File: config.mk
export PLATFORM = sky130hd
export DESIGN_NAME = shreg_univ
export DESIGN_NICKNAME = d
export VERILOG_FILES = /design/src/rtl/usr_pkg.sv /design/src/rtl/usr_ctrl.sv /design/src/rtl/usr_stage.sv /design/src/rtl/shreg_univ.sv
export SDC_FILE = /design/constraint.sdc
export NUM_CORES = 1
export LEC_CHECK = 0
export ABC_AREA = 1
export ABC_CLOCK_PERIOD_IN_PS = 1050
export BUFFER_PORTS_ARGS = -buffer_cell sky130_fd_sc_hd__buf_4
export CORE_AREA = 2 2 39 41
export DETAILED_ROUTE_END_ITERATION = 6
export DIE_AREA = 0 0 41 43
export GPL_ROUTABILITY_DRIVEN = 0
export GPL_TIMING_DRIVEN = 0
export PLACE_DENSITY = 0.5
export SETUP_SLACK_MARGIN = 0.1
export SYNTH_ARGS = -nofsm -noshare
export SYNTH_HDL_FRONTEND = slang
export SYNTH_SLANG_ARGS = --single-unit
export TNS_END_PERCENT = 5
File: constraint.sdc
create_clock -name clk -period 1.05 [get_ports clk]
set_input_delay 0.0525 -clock clk [delete_from_list [all_inputs] [get_ports clk]]
set_output_delay 0.0525 -clock clk [all_outputs]
set_load 0.1 [all_outputs]
File: src/rtl/usr_pkg.sv
package usr_pkg;

  typedef enum logic [1:0] {
    OP_HOLD  = 2'd0,
    OP_SHIFT = 2'd1,
    OP_LOAD  = 2'd2,
    OP_CLEAR = 2'd3
  } usr_op_e;

endpackage

File: src/rtl/usr_ctrl.sv
module usr_ctrl
  import usr_pkg::*;
(
  input  logic    rst,
  input  logic    mode,
  input  logic    shift_stb,
  input  logic    load_stb,
  output usr_op_e op
);

  // Reset wins; otherwise only the strobe matching mode is honoured.
  always_comb begin
    if (rst)
      op = OP_CLEAR;
    else if (mode)
      op = load_stb ? OP_LOAD : OP_HOLD;
    else
      op = shift_stb ? OP_SHIFT : OP_HOLD;
  end

endmodule

File: src/rtl/usr_stage.sv
module usr_stage
  import usr_pkg::*;
(
  input  logic    clk,
  input  usr_op_e op,
  input  logic    prev_d,
  input  logic    par_d,
  output logic    q
);

  logic nxt;

  always_comb begin
    unique case (op)
      OP_CLEAR: nxt = 1'b0;
      OP_SHIFT: nxt = prev_d;
      OP_LOAD:  nxt = par_d;
      default:  nxt = q;
    endcase
  end

  always_ff @(posedge clk) q <= nxt;

endmodule

File: src/rtl/shreg_univ.sv
module shreg_univ
  import usr_pkg::*;
#(
  parameter int WIDTH = 4
) (
  input  logic             clk,
  input  logic             rst,
  input  logic             mode,
  input  logic             shift_stb,
  input  logic             load_stb,
  input  logic             ser_in,
  input  logic [WIDTH-1:0] par_in,
  output logic [WIDTH-1:0] q,
  output logic             ser_out
);

  localparam int LAST = WIDTH - 1;

  usr_op_e op;

  usr_ctrl u_ctrl (
    .rst       (rst),
    .mode      (mode),
    .shift_stb (shift_stb),
    .load_stb  (load_stb),
    .op        (op)
  );

  for (genvar i = 0; i < WIDTH; i++) begin : g_stage
    logic feed;
    if (i == 0) begin : g_head
      assign feed = ser_in;
    end else begin : g_link
      assign feed = q[i-1];
    end
    usr_stage u_stage (
      .clk    (clk),
      .op     (op),
      .prev_d (feed),
      .par_d  (par_in[i]),
      .q      (q[i])
    );
  end

  assign ser_out = q[LAST];

endmodule

# Yosys cells after proc, flatten, opt, wreduce, memory -nomap -nowiden
# Index checks and enable logic that the tools add are counted.
[totals]
mem_bits_ro = 0
output_inout_bits = 5
ram_bits = 0
elab_cells = 16
in_bits = 10
n_memories = 0
reg_bits = 4
latch_bits = 0
[op_classes]
addsub = 0
reduce_logical = 1
mul = 0
muxes = 8
shift = 0
bitwise_logic = 0
eq_ne = 3
div = 0
n_lt_le_gt_ge = 0
[ops]
columns = ["operator", "n"]
rows = [
  ["$pmux W1 S3", 4],
  ["$mux W2", 3],
  ["$eq A2 B2 Y1 const B", 2],
  ["$reduce_bool A3 Y1", 1],
  ["$eq A2 B1 Y1 const B", 1],
  ["$mux W1", 1],
]

# Longest topological paths before layout
[logic_depth]
ltp_word = 5
ltp_mapped = 6
ltp_nobuf = 6

# Hierarchy
# From an unflattened synthesis, not the netlist that was laid out.
[hier_totals]
hier_cells = 54
area_unflattened_um2 = 447.9
[modules_own_cells]
columns = ["mod", "area_each_um2", "cells_each", "instances", "seq_area_each_um2"]
rows = [
  ["usr_stage", 98.8, 11, 4, 30.0],
  ["shreg_univ", 30.0, 4, 1, 0.0],
  ["usr_ctrl", 22.5, 6, 1, 0.0],
]

# Least setup slack after synthesis
# OpenSTA, ideal clock, no wires.
[synth_path]
path_type = "register to output"
start = "register g_stage[3].u_stage.q"
end = "output port q[3]"
path_stages_with_launch = 2
slack_ns = -0.349
t_arrival_ns = 1.347
cell_sequence = "edfxtp_1 > buf_4"
[synth_rtl]
columns = ["element", "line_no", "text"]
rows = [
  ["start: declaration", "usr_stage.sv:8", "output logic q"],
  ["start signal: assignment", "usr_stage.sv:22", "always_ff @(posedge clk) q <= nxt;"],
  ["end: declaration", "shreg_univ.sv:13", "output logic [WIDTH-1:0] q,"],
]
# No word-level cell between the ends.

# Worst setup path after layout
[layout_path]
start = "register g_stage[3].u_stage.q"
end = "output port q[3]"
# No word-level cell between the ends.

==> metrics <==
post-synthesis register bit count 4; Num CTS Buffers 3; Starting Density 0.193; commonest non-fill, non-tap cells in the layout buf_4 (13), nand2_1 (8), a21oi_1 (5); maxcap violations 0; unrepaired setup endpoints after global routing yes; Mean Syn Cell Area 9.19 µm²; crit path from g_stage[3].u_stage.q; top-area cell type share of the netlist area 0.451; CTS tree built; overall power 663 µW; Worst-Margin Slew 0.278 ns; Synth area leader edfxtp_1; Clock power frac 0.287; R2R depth 2; peak supply drop 0.489 mV; crit path kind reg -> out; YS warnings 0; post-synthesis cell area 267 µm²; Skew-Pair Late Insertion Delay 0.23 ns; clk sink count 4; total routing usage reported by global routing 0.0796; Max Freq 993 MHz; DIE WIDTH 41 µm; Mapped Cells 29; Hold Buf Count CTS 0; Worst Setup End Kind primary output; switching share of power 0.369; Core Util, Final 0.325; CP arrival 0.95 ns; internal power 418 µW; Routed wire per std cell 7.94 µm; Netlist cell types 7; R2R setup slack 0.28 ns; crit path time final 1.01 ns; row count 14; Vert. Die Dim 43 µm; die area 1760 µm²; final period utilization 0.959; sequential share of power 0.305; Vias/cell 3.84; most common cell after layout, fill and taps aside buf_4; clock skew 0.000679 ns; Rel. slew slack 0.816; Inserted Diodes 0; vias in the first global route 204; share of layout cells above drive strength 1 0.478; P per Cell Area 1470 nW/µm²; worst r2r src g_stage[1].u_stage.q; flip-flop count of the largest register after layout 4; CP max FO 2; Max Buffers Root-to-Sink 2; vias post-DR 238; drt drc 0; count of final hold-check violations 0; core area 1380 µm²; setup bufs post-CTS 0; first-pass iteration count of the detailed router 2; Hold Path Class in -> reg; clk slew on worst S/H paths 0.04 ns; I/O Pins 15; P_sw 245 µW; largest net degree at the start of global routing 5; Final Setup Violations 0; DP HPWL 388 µm; Routed Antenna Nets 0; max-slew violations 0; Leak Pwr 0.214 nW; biggest regs g_stage.u_stage.q (4); status finished, final reports clean; area grow syn2layout 69.0%; final wirelength 492 µm; startpoint types register; Worst Hold Path EP g_stage[0].u_stage.q; Gate power share 0.408; Biggest register g_stage.u_stage.q; Cells on Worst Hold Path 3; dominant cells by area after synthesis edfxtp_1 (45%), ha_1 (14%), buf_4 (11%); sequential area share after synthesis 0.451; first-pass GRT wire length 834 µm; worst r2r dst g_stage[2].u_stage.q; GRT overflow 0; hold path start par_in[0]; clock root cell clkbuf_4; # port buffers 14; fin nets 61; syn_nets 42; H-Tree Depth 1; initial antenna violation count 0; required time of the worst setup path 1.00 ns; Iteration-0 DRC Markers 3
cell type report:
| class | instances | area (µm²) |
|---|---|---|
| buffer | 4 | 42.5 |
| clock buffer | 3 | 22.5 |
| fill | 144 | 933 |
| inverter | 4 | 15.0 |
| multi-input combinational | 17 | 101 |
| sequential | 4 | 120 |
| tap | 16 | 20.0 |
| timing repair buffer | 14 | 129 |
kinds of logic (layout without fill, tap and decap cells):
logic type	after synthesis	count (layout)	synth area share
fa+ha+maj	3	3	0.141
compound gates	6	6	0.127
flops	4	4	0.451
simple gates	8	8	0.113
buf+inv	8	25	0.169
per-layer routing:
| layer | up-vias | part of all wire | track usage |
|---|---|---|---|
| met5 | - | 0 | 0 |
| met2 | 15 | 0.44 | 0.0875 |
| met3 | 0 | 0.14 | 0.0785 |
| met1 | 99 | 0.41 | 0.0977 |
| li1 | 124 | - | - |
| met4 | 0 | 0 | 0.0400 |
synthesized netlist by cell type (all sizes together):
library cell,count
a21oi,6
buf,4
edfxtp,4
ha,3
inv,4
nand2,8
through the flow:
stage / area, µm² / worst slack, ns / cells / setup TNS, ns / hold slack, ns
CTS: 450 / 0.0320 / 62 / 0 / 0.147
global route: 450 / 0.00119 / 62 / 0 / 0.164
global placement: 404 / -0.0777 / 59 / -0.307 / 0.390
floorplan: 279 / -0.229 / 29 / -0.229 / 0.296
detailed placement: 404 / -0.109 / 59 / -0.414 / 0.394
finish: 450 / 0.0434 / 62 / 0 / 0.152
critical path, cell delays in order (launching register included):
cell and delay (ns):
edfxtp_1 0.42, buf_12 0.15, buf_12 0.15
power groups by stage:
stage	Clock [mW]	Combinational [mW]	Sequential, mW
after detailed placement	0	0.253	0.205
final	0.191	0.271	0.202
after CTS	0.201	0.273	0.203
after global placement	0	0.251	0.205
after global routing	0.217	0.285	0.204
after floorplan	0	0.167	0.228
how the worst max path moves through the flow:
| stage | slack, ns | endpoint | depth (start not counted) |
|---|---|---|---|
| after global routing | 0.001 | q[3] | 2 |
| after floorplan | -0.23 | q[3] | 1 |
| after global placement | -0.08 | g_stage[2].u_stage.q | 5 |
| after detailed placement | -0.11 | g_stage[1].u_stage.q | 5 |
| final | 0.04 | q[3] | 2 |
| after CTS | 0.03 | q[3] | 2 |
repair_timing:
item	CTS	global route
endpoints found under the setup margin	5	9
pin swaps	0	0
resized for setup	6	0
(Power assumes the default switching activity.)
